[src/rtl/tod_pkg.sv]
package tod_pkg;
    localparam int SEC_W  = 32;
    localparam int FRAC_W = 31;
    localparam int ACC_W  = 32;
    localparam int STEP_W = 8;
    localparam int DATA_W = 32;
    localparam int ADDR_W = 3;
    localparam int CTL_W  = 5;

    localparam int CTL_RUN   = 0;
    localparam int CTL_FINE  = 1;
    localparam int CTL_LOAD  = 2;
    localparam int CTL_SHIFT = 3;
    localparam int CTL_TAKE  = 4;

    localparam logic [ADDR_W-1:0] A_CTL  = 3'd0;
    localparam logic [ADDR_W-1:0] A_STEP = 3'd1;
    localparam logic [ADDR_W-1:0] A_RATE = 3'd2;
    localparam logic [ADDR_W-1:0] A_USEC = 3'd3;
    localparam logic [ADDR_W-1:0] A_UFRC = 3'd4;

    typedef enum logic [1:0] {
        OP_IDLE,
        OP_ADVANCE,
        OP_LOAD,
        OP_SHIFT
    } op_e;
endpackage

[src/rtl/tod_regs.sv]
module tod_regs
    import tod_pkg::*;
#(
    parameter int SW = SEC_W,
    parameter int IW = STEP_W,
    parameter int DW = DATA_W
) (
    input  logic              clk,
    input  logic              rst_n,
    input  logic              wr_en,
    input  logic [ADDR_W-1:0] wr_addr,
    input  logic [DW-1:0]     wr_data,
    input  logic              clr_load,
    input  logic              clr_shift,
    input  logic              clr_take,
    output logic [CTL_W-1:0]  ctl,
    output logic [IW-1:0]     step,
    output logic [DW-1:0]     rate_shadow,
    output logic [SW-1:0]     upd_sec,
    output logic [DW-1:0]     upd_frac
);
    logic ctl_wr;
    assign ctl_wr = wr_en && (wr_addr == A_CTL);

    always_ff @(posedge clk or negedge rst_n) begin
        if (!rst_n) begin
            ctl         <= '0;
            step        <= '0;
            rate_shadow <= '0;
            upd_sec     <= '0;
            upd_frac    <= '0;
        end else begin
            if (clr_load)  ctl[CTL_LOAD]  <= 1'b0;
            if (clr_shift) ctl[CTL_SHIFT] <= 1'b0;
            if (clr_take)  ctl[CTL_TAKE]  <= 1'b0;
            if (wr_en) begin
                unique case (wr_addr)
                    A_CTL:   ctl         <= wr_data[CTL_W-1:0];
                    A_STEP:  step        <= wr_data[IW-1:0];
                    A_RATE:  rate_shadow <= wr_data;
                    A_USEC:  upd_sec     <= wr_data[SW-1:0];
                    A_UFRC:  upd_frac    <= wr_data;
                    default: ;
                endcase
            end
        end
    end

    // an acting pending bit is gone one cycle later unless rewritten
    assert_load_selfclear_R3: assert property (@(posedge clk) disable iff (!rst_n)
        (clr_load && !ctl_wr) |=> !ctl[CTL_LOAD]);
    assert_take_selfclear_R7: assert property (@(posedge clk) disable iff (!rst_n)
        (clr_take && !ctl_wr) |=> !ctl[CTL_TAKE]);
endmodule

[src/rtl/tod_phase_acc.sv]
module tod_phase_acc
    import tod_pkg::*;
#(
    parameter int AW = ACC_W
) (
    input  logic          clk,
    input  logic          rst_n,
    input  logic          run,
    input  logic          clear,
    input  logic          take,
    input  logic [AW-1:0] rate_new,
    output logic [AW-1:0] rate_q,
    output logic          carry
);
    logic [AW-1:0] acc_q;
    logic [AW:0]   sum;

    assign sum   = {1'b0, acc_q} + {1'b0, rate_q};
    assign carry = run && sum[AW];

    always_ff @(posedge clk or negedge rst_n) begin
        if (!rst_n) begin
            acc_q  <= '0;
            rate_q <= '0;
        end else begin
            if (take)       rate_q <= rate_new;
            if (clear)      acc_q  <= '0;
            else if (run)   acc_q  <= sum[AW-1:0];
        end
    end

    // the active rate word only moves on a take request
    assert_rate_hold_R7: assert property (@(posedge clk) disable iff (!rst_n)
        !take |=> $stable(rate_q));
endmodule

[src/rtl/tod_time_math.sv]
module tod_time_math
    import tod_pkg::*;
#(
    parameter int SW = SEC_W,
    parameter int FW = FRAC_W,
    parameter int IW = STEP_W
) (
    input  op_e           op,
    input  logic [SW-1:0] sec,
    input  logic [FW-1:0] frac,
    input  logic [IW-1:0] step,
    input  logic [SW-1:0] u_sec,
    input  logic [FW-1:0] u_frac,
    input  logic          u_neg,
    output logic [SW-1:0] sec_n,
    output logic [FW-1:0] frac_n
);
    logic [FW:0] adv_sum;
    logic [FW:0] off_sum;
    logic [FW:0] off_dif;

    assign adv_sum = {1'b0, frac} + {{(FW+1-IW){1'b0}}, step};
    assign off_sum = {1'b0, frac} + {1'b0, u_frac};
    assign off_dif = {1'b0, frac} - {1'b0, u_frac};

    always_comb begin
        sec_n  = sec;
        frac_n = frac;
        unique case (op)
            OP_IDLE: ;
            OP_ADVANCE: begin
                frac_n = adv_sum[FW-1:0];
                sec_n  = sec + {{(SW-1){1'b0}}, adv_sum[FW]};
            end
            OP_LOAD: begin
                frac_n = u_frac;
                sec_n  = u_sec;
            end
            OP_SHIFT: begin
                if (u_neg) begin
                    frac_n = off_dif[FW-1:0];
                    sec_n  = sec - u_sec - {{(SW-1){1'b0}}, off_dif[FW]};
                end else begin
                    frac_n = off_sum[FW-1:0];
                    sec_n  = sec + u_sec + {{(SW-1){1'b0}}, off_sum[FW]};
                end
            end
        endcase
    end
endmodule

[src/rtl/tod_clock.sv]
module tod_clock
    import tod_pkg::*;
#(
    parameter int SW = SEC_W,
    parameter int FW = FRAC_W,
    parameter int AW = ACC_W,
    parameter int IW = STEP_W,
    parameter int DW = DATA_W
) (
    input  logic              clk,
    input  logic              rst_n,
    input  logic              wr_en,
    input  logic [ADDR_W-1:0] wr_addr,
    input  logic [DW-1:0]     wr_data,
    output logic [CTL_W-1:0]  ctl_rd,
    output logic [SW+FW:0]    time_now,
    output logic              tick
);
    logic [CTL_W-1:0] ctl;
    logic [IW-1:0]    step;
    logic [DW-1:0]    rate_shadow;
    logic [SW-1:0]    upd_sec;
    logic [DW-1:0]    upd_frac;
    logic [AW-1:0]    rate_q;
    logic             carry;
    logic             run, fine, do_load, do_shift, do_take;
    logic [SW-1:0]    sec_q, sec_n;
    logic [FW-1:0]    frac_q, frac_n;
    op_e              op;

    assign run      = ctl[CTL_RUN];
    assign fine     = ctl[CTL_FINE];
    assign do_load  = run && ctl[CTL_LOAD];
    assign do_shift = run && ctl[CTL_SHIFT];
    assign do_take  = run && ctl[CTL_TAKE];

    tod_regs #(.SW(SW), .IW(IW), .DW(DW)) u_regs (
        .clk        (clk),
        .rst_n      (rst_n),
        .wr_en      (wr_en),
        .wr_addr    (wr_addr),
        .wr_data    (wr_data),
        .clr_load   (do_load),
        .clr_shift  (do_shift),
        .clr_take   (do_take),
        .ctl        (ctl),
        .step       (step),
        .rate_shadow(rate_shadow),
        .upd_sec    (upd_sec),
        .upd_frac   (upd_frac)
    );

    tod_phase_acc #(.AW(AW)) u_acc (
        .clk     (clk),
        .rst_n   (rst_n),
        .run     (run && fine && !do_load),
        .clear   (do_load),
        .take    (do_take),
        .rate_new(rate_shadow[AW-1:0]),
        .rate_q  (rate_q),
        .carry   (carry)
    );

    // operation select, in priority order
    always_comb begin
        if (!run)                  op = OP_IDLE;
        else if (do_load)          op = OP_LOAD;
        else if (do_shift && !fine) op = OP_SHIFT;
        else if (!fine || carry)   op = OP_ADVANCE;
        else                       op = OP_IDLE;
    end

    tod_time_math #(.SW(SW), .FW(FW), .IW(IW)) u_math (
        .op    (op),
        .sec   (sec_q),
        .frac  (frac_q),
        .step  (step),
        .u_sec (upd_sec),
        .u_frac(upd_frac[FW-1:0]),
        .u_neg (upd_frac[DW-1]),
        .sec_n (sec_n),
        .frac_n(frac_n)
    );

    always_ff @(posedge clk or negedge rst_n) begin
        if (!rst_n) begin
            sec_q  <= '0;
            frac_q <= '0;
            tick   <= 1'b0;
        end else begin
            sec_q  <= sec_n;
            frac_q <= frac_n;
            tick   <= (op == OP_ADVANCE);
        end
    end

    assign ctl_rd   = ctl;
    assign time_now = {sec_q, 1'b0, frac_q};

    // a halted counter holds its time
    assert_halt_frozen_R2: assert property (@(posedge clk) disable iff (!rst_n)
        !run |=> $stable(time_now));
    // no strobe without the run bit
    assert_tick_needs_run_R2: assert property (@(posedge clk) disable iff (!rst_n)
        tick |-> $past(run));
    // an advance moves the seconds by at most one
    assert_advance_step_R5: assert property (@(posedge clk) disable iff (!rst_n)
        (op == OP_ADVANCE) |=> (sec_q == $past(sec_q) || sec_q == $past(sec_q) + 1'b1));
    // a load leaves no strobe behind
    assert_load_quiet_R3: assert property (@(posedge clk) disable iff (!rst_n)
        do_load |=> !tick);
endmodule

[config.mk]
export PLATFORM = sky130hd
export DESIGN_NAME = tod_clock
export DESIGN_NICKNAME = d
export VERILOG_FILES = /design/src/rtl/tod_pkg.sv /design/src/rtl/tod_regs.sv /design/src/rtl/tod_phase_acc.sv /design/src/rtl/tod_time_math.sv /design/src/rtl/tod_clock.sv
export SDC_FILE = /design/constraint.sdc
export NUM_CORES = 1
export LEC_CHECK = 0
export BUFFER_PORTS_ARGS = -buffer_cell sky130_fd_sc_hd__buf_2
export CORE_MARGIN = 2
export CORE_UTILIZATION = 57
export CTS_CLUSTER_SIZE = 14
export DETAILED_ROUTE_END_ITERATION = 8
export PLACE_DENSITY_LB_ADDON = 0.25
export SETUP_SLACK_MARGIN = 0.15
export SYNTH_ARGS = -nofsm -noshare
export SYNTH_HDL_FRONTEND = slang
export SYNTH_SLANG_ARGS = --single-unit
[constraint.sdc]
create_clock -name clk -period 5.65 [get_ports clk]
set_input_delay 0.2825 -clock clk [delete_from_list [all_inputs] [get_ports clk]]
set_output_delay 0.2825 -clock clk [all_outputs]
set_load 0.02 [all_outputs]
---- After elaboration in Yosys (flattened, before gate mapping) ----
Index checks and enable logic that the tools add are counted.
storage, ports and cells
  bits in registers ....................... 237
  bits in latches ......................... 0
  RAM bits ................................ 0
  bits in read-only memories .............. 0
  input bits .............................. 38
  output and inout bits ................... 70
  word-level logic and storage cells ...... 60
  memories ................................ 0
cells by class
  add/sub/neg operators ................... 9
  $mul .................................... 0
  div/mod/pow operators ................... 0
  order comparisons ....................... 0
  eq/ne operators ......................... 7
  shifts and indexed selects .............. 0
  multiplexer cells ....................... 15
  bitwise operators ....................... 0
  reduce and logical (&&, ||, !) cells .... 18
operators by type and width
  operator              count
  $mux W32              3
  $pmux W32 S3          1
  $pmux W31 S3          1
  $add A32 B1 Y32       2
  $add A32 B32 Y33      1
  $add A31 B31 Y32      1
  $add A31 B8 Y32       1
  $add A32 B32 Y32      1
  $sub A31 B31 Y32      1
  $sub A32 B1 Y32       1
  $sub A32 B32 Y32      1
  $mux W31              1
  $mux W5               2
  $reduce_and A2 Y1     5
  $logic_and A1 B1 Y1   7
  $eq A3 B2 Y1 const B  2
  $mux W2               3
  $eq A2 B2 Y1 const B  2
  $mux W1               4
  $eq A3 B1 Y1 const B  1
  $eq A3 B3 Y1 const B  1
  $logic_not A3 Y1      1
  $reduce_bool A3 Y1    1
  $eq A2 B1 Y1 const B  1
  other kinds (3)       4

---- Depth between registers and ports, before layout ----
Gate-level depths: netlist (run 1).
  word-level depth ........................ 11
  depth in mapped cells ................... 28
  mapped depth without buffers ............ 27

---- By module ----
A second synthesis (run 1) with hierarchy kept.
unflattened totals
  cells, all modules ...................... 2303
  area, all modules ....................... 20260.7 um^2
modules (own cells, without submodules)
  module         instances  cells an instance  area each (um^2)  seq. area each (um^2)
  tod_time_math  1          1569               10322.4           0.0
  tod_regs       1          239                4135.2            2727.6
  tod_phase_acc  1          418                4120.2            1601.5
  tod_clock      1          77                 1682.9            1601.5

---- Worst setup path after synthesis (run 1) ----
OpenSTA, ideal clock, no wires.
  path kind ............................... register to register
  start ................................... reg frac_q[1]
  end ..................................... reg sec_q[26]
  setup time .............................. 0.124 ns
  arrival ................................. 5.450 ns
  data required time ...................... 5.526 ns
  slack ................................... 0.076 ns
  cell stages (with the launch flop) ...... 27
  clock period less this slack ............ 5.574 ns
  path through ............................ dfrtp_1 ha_1 nor2b_1 o21ai_0 a21oi_1 o31ai_1 a211oi_1 nor2_1 o211ai_1 o2111ai_1 a21oi_1 or2_2 fa_1 inv_1 ha_1 nor2_1 fa_1 a21bo_2 a22oi_1 a221oi_1 a21oi_1 a22o_1 a211oi_2 o21a_1 xnor2_1 o22ai_1 a211o_1
between the ends
  cells in the longest elaborated chain, start to end .. 4
  elaborated cells on any way between the ends .. 8
  those cells by class .................... add/sub (6); mux (2)
RTL lines
  item                                                         line                                      RTL
  from (decl)                                                  tod_clock.sv:28                           logic [FW-1:0] frac_q, frac_n;
  from (signal assigned)                                       tod_clock.sv:92                           frac_q <= frac_n;
  $add A31 B31 Y32 / $sub A31 B31 Y32 (equally long branches)  tod_time_math.sv:23, tod_time_math.sv:24
  $add A32 B1 Y32 / $sub A32 B1 Y32 (equally long branches)    tod_time_math.sv:45, tod_time_math.sv:42
  $mux W32                                                     tod_time_math.sv:40                       if (u_neg) begin
  $pmux W32 S3 (*)                                             tod_time_math.sv:29                       unique case (op)
  to (signal assigned)                                         tod_clock.sv:91                           sec_q <= sec_n;
  to (decl)                                                    tod_clock.sv:27                           logic [SW-1:0] sec_q, sec_n;
Every way passes the cells marked *; elsewhere a longest branch is shown, timed or not.
A chain may end at the register's enable or synchronous reset.

---- Final worst setup path (run 1) ----
  start ................................... reg u_regs.upd_frac[8]
  end ..................................... reg sec_q[22]
between the ends
  cells in the longest elaborated chain, start to end .. 4
  elaborated cells on any way between the ends .. 6
  those cells by class .................... add/sub (4); mux (2)
RTL lines
  item                                                         line                                      RTL
  from (decl)                                                  tod_regs.sv:20                            output logic [DW-1:0] upd_frac
  from (signal assigned)                                       tod_regs.sv:42                            A_UFRC: upd_frac <= wr_data;
  $add A31 B31 Y32 / $sub A31 B31 Y32 (equally long branches)  tod_time_math.sv:23, tod_time_math.sv:24
  $add A32 B1 Y32 / $sub A32 B1 Y32 (equally long branches)    tod_time_math.sv:45, tod_time_math.sv:42
  $mux W32 (*)                                                 tod_time_math.sv:40
  $pmux W32 S3 (*)                                             tod_time_math.sv:29
Marked as above.

==> results of run 1 <==
==> flip-flops by register name, indices dropped and copies added (netlist names) <==
signal / flops
tick: 1
u_regs.upd_sec: 32
u_acc.rate_q: 32
u_acc.acc_q: 32
frac_q: 31
sec_q: 32
u_regs.ctl: 5
u_regs.upd_frac: 32
u_regs.rate_shadow: 32
u_regs.step: 8
==> power by group through the flow <==
stage / sequential [mW] / clock, mW / combinational (mW)
floorplan: 3.02 / 0 / 6.36
global placement: 2.86 / 0 / 8.95
detailed placement: 2.89 / 0 / 9.12
CTS: 2.88 / 2.07 / 9.43
global route: 2.99 / 2.14 / 10.9
finish: 2.91 / 2.05 / 9.96
==> placed cells by master, fill, tap and decap left out, types with 40 or more instances in the layout <==
| master | netlist | layout |
|---|---|---|
| xnor2_1 | 100 | 100 |
| nor3_1 | 42 | 40 |
| a21oi_1 | 185 | 176 |
| ha_1 | 194 | 179 |
| buf_4 | 1 | 149 |
| buf_2 | 10 | 105 |
| mux2_2 | 107 | 107 |
| inv_1 | 182 | 175 |
| nor2_1 | 164 | 157 |
| nand2_1 | 173 | 173 |
| nand3_1 | 52 | 50 |
| dfrtp_1 | 237 | 235 |
| o21ai_0 | 190 | 182 |
| a21o_1 | 50 | 50 |
==> metal layers <==
metal	vias up	routed length [um]	global-route usage
li1	8737	-	-
met1	9109	26600	0.453
met2	769	29900	0.578
met3	213	4590	0.0457
met4	4	3320	0.171
met5	-	27	0
==> worst max-delay path by stage <==
stage | start | endpoint | slack, ps
2_1_floorplan | frac_q[1]$_DFFE_PN0P_ | sec_q[26]$_DFFE_PN0P_ | 170
3_3_place_gp | frac_q[1]$_DFFE_PN0P_ | sec_q[26]$_DFFE_PN0P_ | -170
3_5_place_dp | u_regs.upd_frac[1]$_DFFE_PN0P_ | sec_q[26]$_DFFE_PN0P_ | -360
4_1_cts | u_regs.upd_frac[8]$_DFFE_PN0P_ | sec_q[26]$_DFFE_PN0P_ | 3
5_1_grt | u_regs.upd_frac[8]$_DFFE_PN0P_ | sec_q[26]$_DFFE_PN0P_ | -210
6_report | u_regs.upd_frac[8]$_DFFE_PN0P_ | sec_q[22]$_DFFE_PN0P_ | 50
==> worst max-delay path, cell delays in order (launching register included) <==
cell and delay, ps:
dfrtp_1 390, inv_2 90, ha_4 220, or3_4 400, nor4b_4 230, a211oi_2 100
a311oi_2 380, o211ai_1 170, a21oi_2 180, nor4b_2 70, a21oi_1 150, a221o_1 180
a21oi_2 60, fa_2 360, fa_2 360, o21ba_4 250, o2111ai_4 240, a211oi_2 130
o31ai_2 260, buf_4 180, a211oi_4 70, o211ai_1 300, nand2_1 130, buf_4 160
xnor2_1 110, o211ai_1 170, o211ai_1 110
==> cells by family after synthesis <==
logic type / count (synthesis) / share of synthesized area
muxes: 114 / 0.0647
AOI/OAI and AO/OA: 739 / 0.247
adders and majority gates: 202 / 0.131
buffers and inverters: 284 / 0.0553
DFF: 237 / 0.301
and+or+nand+nor: 591 / 0.142
xor gates and xnor gates: 132 / 0.0587
other: 1 / 0.000190
==> per-stage QoR <==
step	std cells	setup WS (ps)
floorplan	2300	171
global placement	2885	-169
detailed placement	2885	-357
CTS	2955	3.22
global route	2974	-206
finish	2974	50.4
==> area by class of cell <==
| type | instances | area share |
|---|---|---|
| Clock buffer | 39 | 0.0356 |
| Clock inverter | 15 | 0.00940 |
| Inverter | 184 | 0.0298 |
| Multi-Input combinational cell | 1779 | 0.567 |
| Sequential cell | 237 | 0.256 |
| Tap cell | 455 | 0.0246 |
| Timing Repair Buffer | 265 | 0.0769 |
==> timing repair <==
item	CTS	global route
endpoints found under the hold margin	115	0
endpoints found under the setup margin	17	18
gates resized for setup	42	50
setup buffers	13	19
pin swaps	56	55
hold buffers	3	0
==> results.ini, run 1 <==
[yosys]
synth_cell_types = 90
yosys_warnings = 0
synth_area_leader_cell = dfrtp_1
synth-edff-count = 0
synth_nets = 2540
yosysMostFrequentCell = dfrtp_1
async_flop_share = 1.00
synth_area_leaders = dfrtp_1 (30%), ha_1 (12%), mux2_2 (6.1%)
synth_ff_type = dfrtp_1
syn_area_per_cell_sq_um = 8.57
synthesis.area_sq_um = 19700
synth_cells = 2300
ys_top_cells_by_count = dfrtp_1 (237), ha_1 (194), o21ai_0 (190)
ys_seq_elements = 237
seq_area_frac_synth = 0.301
synth.top_cell.area_share = 0.301

[worst_setup_path]
rrSetupSlack_ps = 50
cp-end-kind = register
r2r_end = sec_q[22]$_DFFE_PN0P_
timing.rr.start = u_regs.upd_frac[8]$_DFFE_PN0P_
cp_max_fo = 3
required_ps = 6090
crit_path_start_kind = register
rr_worst_depth = 26
worst_ep_arrival_time_ps = 6040
critPathKind = register to register

[min_path]
hold_depth = 2
hold_path_end = u_regs.rate_shadow[29]$_DFFE_PN0P_
worstHoldStart = wr_data[29]
holdCritPathClass = input pin to register

[grt]
grt_max_degree = 125
grt_util_all_layers = 0.350
grt-ovfl-total = 0
antenna_found_initial = 2
grt_pass1_vias = 18500
grt_pass1_wl_um = 99700

[sta]
period_minus_slack_ps = 5600
fmax_mhz = 179
slew_headroom = 0.265
tightest_slew_ps = 1100
fin_tns_setup_ps = 0
hold_slack_ps = 26.2
slew_violations = 0
finalCritPeriodShare = 0.991
setup_viol = 0
rsz0062_at_grt = true
skew_ps = 21.7
hold_viol = 0

[routing]
wl_per_cell_um = 21.7
ant_nets = 0
drtIter0Drc = 1609
vias = 18800
routed_via_density = 6.33
wl_um = 64400
drtPass1Iterations = 6
route.detailed.drc = 0

[power_and_ir_drop]
finalPower_mw = 14.9
sw_frac_of_total = 0.475
pwr-share-seq = 0.195
p_int_mw = 7.83
pwr-share-clk = 0.137
p_switching_mw = 7.08
leakagePower_nw = 10.5
comb_power_share = 0.668
p_per_area_nw_per_um2 = 644
ir_drop_uv = 373

[clocking]
clk_latency_ps = 570
numCtsBuffers = 29
ctsRootBufferMaster = clkbuf_16
cts_htree_levels = 1
clock_path_buffers = 3
cts_tree = yes
clock_sinks = 237
clk_pin_slew_worst_paths_ps = 70

[die]
die_h_um = 190
die_w_um = 190
initial_core_util = 0.575
die_area_sq_um = 36100
core-area_sq_um = 34300
rows = 68
pin_count = 108

[placed_design]
routabilityCongestion = 0.988
hpwl_um = 46000
numPortBuffers = 106
place_area_sq_um = 21400

[cells_and_area]
final_net_count = 2736
postLayoutCellArea_sq_um = 23200
multi_input_area_sq_um = 13100
final_core_util = 0.675
fillCellCount = 2783
antenna_cells = 0
register_area_sq_um = 5930
layout-drive-gt1-share = 0.209
syn_to_final_growth_pct = 17.5

[outcome]
run_status = finished clean

[flow_run]
maxCapViolations = 0

Note: power is estimated with default switching activity, not from simulation.
==> inputs of run 2 (changes only) <==
--- a/config.mk
+++ b/config.mk
@@ -7,7 +7,7 @@
 export LEC_CHECK = 0
 export BUFFER_PORTS_ARGS = -buffer_cell sky130_fd_sc_hd__buf_2
 export CORE_MARGIN = 2
-export CORE_UTILIZATION = 57
+export CORE_UTILIZATION = 66
 export CTS_CLUSTER_SIZE = 14
 export DETAILED_ROUTE_END_ITERATION = 8
 export PLACE_DENSITY_LB_ADDON = 0.25
==> constraint.sdc (replaced) <==
create_clock -name clk -period 7.1 [get_ports clk]
set_input_delay 0.355 -clock clk [delete_from_list [all_inputs] [get_ports clk]]
set_output_delay 0.355 -clock clk [all_outputs]
set_load 0.02 [all_outputs]
==> run 2 against run 1 <==
Net effect: worst setup slack better by 470 ps; first-iteration DRC count is 21% higher; critical path depth increased by 1; non-clock buffer count decreased by 139; worst hold slack improved by 25 ps; clock-buffer cell count shrank 2; global-route usage grew 3.3 points; via count fell by 2.8%; critical path type unchanged; largest cell class unchanged; highest routed layer unchanged.
==> results.ini, run 2 (synthesized netlist as in run 1, its figures left out) <==
[routing]
drtPass1Iterations = 6  ; unchanged
wl_per_cell_um = 21.8  ; +0.84%
wl_um = 60400  ; -6.2%
vias = 18300  ; -2.8%
routed_via_density = 6.61  ; +4.5%
ant_nets = 0  ; unchanged
route.detailed.drc = 0  ; unchanged
drtIter0Drc = 1944  ; +21%

[power_and_ir_drop]
sw_frac_of_total = 0.494  ; +0.0191
p_switching_mw = 5.33  ; -25%
p_per_area_nw_per_um2 = 503  ; -22%
leakagePower_nw = 9.67  ; -7.6%
ir_drop_uv = 293  ; -21%
comb_power_share = 0.643  ; -0.025
pwr-share-clk = 0.134  ; -0.003
pwr-share-seq = 0.222  ; +0.027
p_int_mw = 5.46  ; -30%

[grt]
grt_util_all_layers = 0.382  ; +0.0327
grt_pass1_vias = 17500  ; -5.4%
antenna_found_initial = 3  ; +1
grt_pass1_wl_um = 94500  ; -5.3%
grt_max_degree = 154  ; +23%
grt-ovfl-total = 0  ; unchanged

[cells_and_area]
layout_commonest_cell = dfrtp_1
fillCellCount = 2333  ; -16%
instances_no_fill = 2766  ; -7.0%
final_net_count = 2595  ; -5.2%
multi_input_area_sq_um = 12700  ; -3.0%
register_area_sq_um = 5930  ; about the same
most-common-layout-cells = dfrtp_1 (236), ha_1 (194), o21ai_0 (190), a21oi_1 (185), inv_1 (182)
layout-drive-gt1-share = 0.135  ; -0.0741
syn_to_final_growth_pct = 8.90

[clocking]
ctsRootBufferMaster = clkbuf_16
clk_latency_ps = 560  ; about the same
clock_sinks = 237  ; unchanged
post-cts-setup-buffers = 0  ; -13
clk_pin_slew_worst_paths_ps = 70  ; about the same
clock_path_buffers = 3  ; unchanged
cts_htree_levels = 1  ; unchanged
numCtsBuffers = 27  ; -6.9%
cts_tree = yes

[sta]
finalCritPeriodShare = 0.927  ; -0.0638
slew_violations = 0  ; unchanged
fmax_mhz = 152  ; -15%
period_minus_slack_ps = 6580  ; +984 ps
hold_viol = 0  ; unchanged
tightest_slew_ps = 1190  ; +95.2 ps
rsz0062_at_grt = false
fin_tns_setup_ps = 0  ; unchanged
skew_ps = 13.5  ; -8.23 ps
slew_headroom = 0.201  ; -0.0637
setup_viol = 0  ; unchanged

[min_path]
holdCritPathClass = input pin to register

[die]
die_w_um = 177  ; -6.9%
core-area_sq_um = 29600  ; -14%
initial_core_util = 0.667  ; +0.0920
pin_count = 108  ; unchanged
rows = 63  ; -7.4%
die_h_um = 177  ; -6.9%
die_area_sq_um = 31300  ; -13%

[worst_setup_path]
critPathKind = register to register
worst_ep_arrival_time_ps = 7020  ; +980 ps
crit_path_start_kind = register
required_ps = 7540  ; +1450 ps
cp-end-kind = register
cp_max_fo = 4  ; +1

[placed_design]
routabilityCongestion = 1.03  ; +3.9%
hpwl_um = 43700  ; -4.8%
numPortBuffers = 106  ; unchanged
dp.cells = 2715  ; -5.9%

[flow_run]
maxCapViolations = 0  ; unchanged

[outcome]
run_status = finished clean

## run 2: cell count changes in the layout (fill, tap and decap cells not counted), sizes merged
cell         delta
buf           -137
bufinv          -2
clkinv          -3
diode           +1
dlygate4sd3     -2
inv             -1
clkinvlp        +3
clkbuf          -2
## run 2: worst paths after layout
path,startpoint,end,slack [ps],cells after the start
worst min register to register,u_acc.acc_q[18]$_DFFE_PN0P_,u_acc.acc_q[18]$_DFFE_PN0P_,490,2
worst max-delay path,u_regs.upd_frac[1]$_DFFE_PN0P_,sec_q[26]$_DFFE_PN0P_,520,27
worst min-delay path,wr_data[31],u_regs.upd_frac[31]$_DFFE_PN0P_,50,3
min in group asynchronous,rst_n,u_regs.step[6]$_DFFE_PN0P_,360,2
worst max register to register,u_regs.upd_frac[1]$_DFFE_PN0P_,sec_q[26]$_DFFE_PN0P_,520,27
max in group asynchronous,rst_n,u_regs.upd_frac[31]$_DFFE_PN0P_,5450,3
## run 2: critical path, cell delays in order (launching register included)
cell	delay, ps
dfrtp_1	410
inv_1	160
ha_1	260
nor2b_1	130
o21ai_0	200
a21oi_1	140
o31ai_1	370
a211oi_1	190
nor2_1	230
o211ai_1	190
o2111ai_1	220
a21oi_1	80
or2_2	300
fa_1	460
inv_1	70
ha_1	150
nor2_1	60
fa_1	390
a21bo_2	250
a22oi_1	360
a221oi_1	210
a21oi_1	380
a22o_1	330
a211oi_4	120
o21a_1	230
xnor2_1	210
o22ai_1	120
a211o_1	270
## run 2: layout make-up
cell class / instances / share of cell area
multi-input combinational: 1779 / 0.593
antenna: 1 / 0.000117
clock inverter: 12 / 0.00729
clock buffer: 37 / 0.0351
inverter: 184 / 0.0322
tap: 390 / 0.0227
sequential: 237 / 0.276
timing repair buffer: 126 / 0.0329
## run 2: repair_timing
| item | in CTS | in global routing |
|---|---|---|
| gates resized for setup | 0 | 1 |
| endpoints found under the setup margin | 0 | 1 |
| endpoints found under the hold margin | 84 | 0 |
| hold buffers | 1 | 0 |
## run 2: power by group through the flow
stage	clock network, mW	logic (mW)	registers (mW)
floorplan	0	5.05	2.41
global placement	0	6.61	2.35
detailed placement	0	6.73	2.38
CTS	1.46	6.81	2.37
global route	1.52	7.61	2.45
finish	1.45	6.94	2.40
## run 2: per-stage QoR
step           power [mW]  hold slack (ps)  cell area [sq um]   util  setup WS, ps
2_1_floorplan        7.45             59.4              19700      -          1530
3_3_place_gp         8.96              398              20500  0.695           835
3_5_place_dp         9.12              391              20500  0.695           657
4_1_cts              10.6             39.0              21500  0.726           621
5_1_grt              11.6             40.9              21500  0.726           153
6_report             10.8             51.4              21500  0.726           516
## run 2: layer usage
layer	routed length, um	track usage
met4	1750	0.117
met5	24	0
met1	25500	0.518
met2	28000	0.628
met3	5150	0.0670
==> inputs of run 3 (changes only) <==
--- a/config.mk
+++ b/config.mk
@@ -6,9 +6,10 @@
 export NUM_CORES = 1
 export LEC_CHECK = 0
 export BUFFER_PORTS_ARGS = -buffer_cell sky130_fd_sc_hd__buf_2
+export CORE_ASPECT_RATIO = 1.2
 export CORE_MARGIN = 2
 export CORE_UTILIZATION = 66
-export CTS_CLUSTER_SIZE = 14
+export CTS_CLUSTER_SIZE = 28
 export DETAILED_ROUTE_END_ITERATION = 8
 export PLACE_DENSITY_LB_ADDON = 0.25
 export SETUP_SLACK_MARGIN = 0.15
==> run 3 against run 2 <==
Net effect: clock power hardly changed; flip-flop and latch count unchanged; final cell count shrank 0.14%; critical path depth unchanged; power decreased by 0.37%; first-iteration DRC count down 16%; combinational power hardly changed; worst hold slack improved by 10 ps; register-to-register slack gained 130 ps; critical endpoint unchanged; largest power group unchanged; highest routed layer is now met4.
==> results.ini, run 3 (synthesized netlist as in run 1, its figures left out) <==
[placed_design]
hpwl_um = 42700  ; -2.3%
numPortBuffers = 106  ; unchanged
dp_slack_ps = 702  ; +45.8 ps
dp.cells = 2713  ; -0.074%
place_area_sq_um = 20500  ; about the same
routabilityCongestion = 0.992  ; -3.3%

[routing]
drtIter0Drc = 1626  ; -16%
routed_via_density = 6.60  ; -0.19%
vias = 18200  ; -0.33%
route.detailed.drc = 0  ; unchanged
wl_um = 59700  ; -1.1%
drtPass1Iterations = 6  ; unchanged
wl_per_cell_um = 21.6  ; -0.96%
ant_nets = 0  ; unchanged

[cells_and_area]
final_net_count = 2592  ; -0.12%
instances_no_fill = 2762  ; -0.14%
syn_to_final_growth_pct = 8.77
layout-drive-gt1-share = 0.136  ; +0.00144
layout_commonest_cell = dfrtp_1
register_area_sq_um = 5930  ; unchanged
most-common-layout-cells = dfrtp_1 (236), ha_1 (194), o21ai_0 (190), a21oi_1 (185), inv_1 (182)
fillCellCount = 2296  ; -1.6%
final_core_util = 0.726  ; about the same
antenna_cells = 0  ; -1
postLayoutCellArea_sq_um = 21400  ; -0.12%
multi_input_area_sq_um = 12700  ; about the same

[die]
rows = 69  ; +9.5%
initial_core_util = 0.668  ; +0.000763
die_h_um = 193  ; +9.3%
pin_count = 108  ; unchanged
die_area_sq_um = 31300  ; about the same
die_w_um = 162  ; -8.5%
core-area_sq_um = 29500  ; -0.11%

[clocking]
clk_pin_slew_worst_paths_ps = 70  ; about the same
numCtsBuffers = 26  ; -3.7%
ctsRootBufferMaster = clkbuf_16
cts_tree = yes
clock_path_buffers = 3  ; unchanged
post-cts-setup-buffers = 0  ; unchanged
clk_latency_ps = 560  ; about the same
clock_sinks = 237  ; unchanged
cts_htree_levels = 1  ; unchanged

[sta]
slew_headroom = 0.165  ; -0.0359
period_minus_slack_ps = 6450  ; -134 ps
skew_ps = 22.2  ; +8.70 ps
fmax_mhz = 155  ; +2.1%
fin_tns_setup_ps = 0  ; unchanged
setup_viol = 0  ; unchanged
tightest_slew_ps = 1250  ; +58.3 ps
hold_viol = 0  ; unchanged
finalCritPeriodShare = 0.908  ; -0.0189
slew_violations = 0  ; unchanged
hold_slack_ps = 61.9  ; +10.4 ps
setup_ws_ps = 650  ; +134 ps
rsz0062_at_grt = false

[worst_setup_path]
cp_max_fo = 4  ; unchanged
required_ps = 7540  ; about the same
crit_path_start_kind = register
cp-end-kind = register
critPathKind = register to register
worst_ep_arrival_time_ps = 6890  ; -130 ps

[power_and_ir_drop]
leakagePower_nw = 9.66  ; about the same
ir_drop_uv = 285  ; -2.7%
finalPower_mw = 10.8  ; -0.37%
p_per_area_nw_per_um2 = 502  ; -0.25%

[flow_run]
maxCapViolations = 0  ; unchanged

[grt]
grt_pass1_vias = 18200  ; +3.6%
grt_pass1_wl_um = 95000  ; +0.56%
grt-ovfl-total = 0  ; unchanged
antenna_found_initial = 0  ; -3
grt_max_degree = 129  ; -16%
grt_util_all_layers = 0.377  ; -0.00589

[min_path]
holdCritPathClass = input pin to register

[outcome]
run_status = finished clean

==> run 3: changes by cell type in the layout (fill, tap and decap cells not counted), sizes merged <==
cell    change
bufinv      -1
clkinv      +3
buf         -2
inv         +2
clkbuf      -5
diode       -1
==> run 3: final cells by class <==
type                    count  area share
flip-flops and latches    237       0.277
clock buffers              32      0.0338
well taps                 390      0.0228
clock inverters            16     0.00805
multi-input cells        1779       0.594
inverters                 184      0.0322
repair buffers            124      0.0322
==> run 3: critical path, stage by stage, from the launching register on <==
cell       delay [ps]
dfrtp_1           410
inv_1             160
ha_1              260
nor2b_1           130
o21ai_0           210
a21oi_1           140
o31ai_1           340
a211oi_1          200
nor2_1            200
o211ai_1          160
o2111ai_1         230
a21oi_1            80
or2_2             310
fa_1              460
inv_1              70
ha_1              160
nor2_1             60
fa_1              400
a21bo_2           240
a22oi_1           400
a221oi_2          170
a21oi_1           340
a22o_1            290
a211oi_2          140
o21a_1            240
xnor2_1           170
o22ai_1           100
a211o_1           260
==> run 3: report_power, final <==
| part | switching, mW | total [mW] | internal [mW] |
|---|---|---|---|
| registers | 0.594 | 2.40 | 1.80 |
| logic | 4.13 | 6.92 | 2.79 |
| clock network | 0.625 | 1.44 | 0.811 |
==> run 3: what timing repair did <==
item / in CTS / in global routing
resized for setup: 0 / 1
endpoints found under the setup margin: 0 / 2
hold buffers: 1 / 0
endpoints found under the hold margin: 55 / 0
==> run 3: worst paths after layout <==
path | from | to | slack, ps | depth (start not counted)
worst max-delay path | u_regs.upd_frac[1]$_DFFE_PN0P_ | sec_q[26]$_DFFE_PN0P_ | 650 | 27
worst min-delay path | wr_data[31] | u_regs.upd_frac[31]$_DFFE_PN0P_ | 60 | 3
max in group asynchronous | rst_n | u_regs.upd_frac[31]$_DFFE_PN0P_ | 5400 | 3
worst min register to register | u_acc.acc_q[26]$_DFFE_PN0P_ | u_acc.acc_q[26]$_DFFE_PN0P_ | 490 | 2
min in group asynchronous | rst_n | u_regs.rate_shadow[7]$_DFFE_PN0P_ | 510 | 2
worst max register to register | u_regs.upd_frac[1]$_DFFE_PN0P_ | sec_q[26]$_DFFE_PN0P_ | 650 | 27
==> run 3: layer usage <==
layer	up-vias	global-route usage	wire (um)
met5	-	0	0
met4	0	0.185	2970
met3	203	0.0549	4590
met2	777	0.634	28500
met1	8795	0.474	23600
li1	8460	-	-
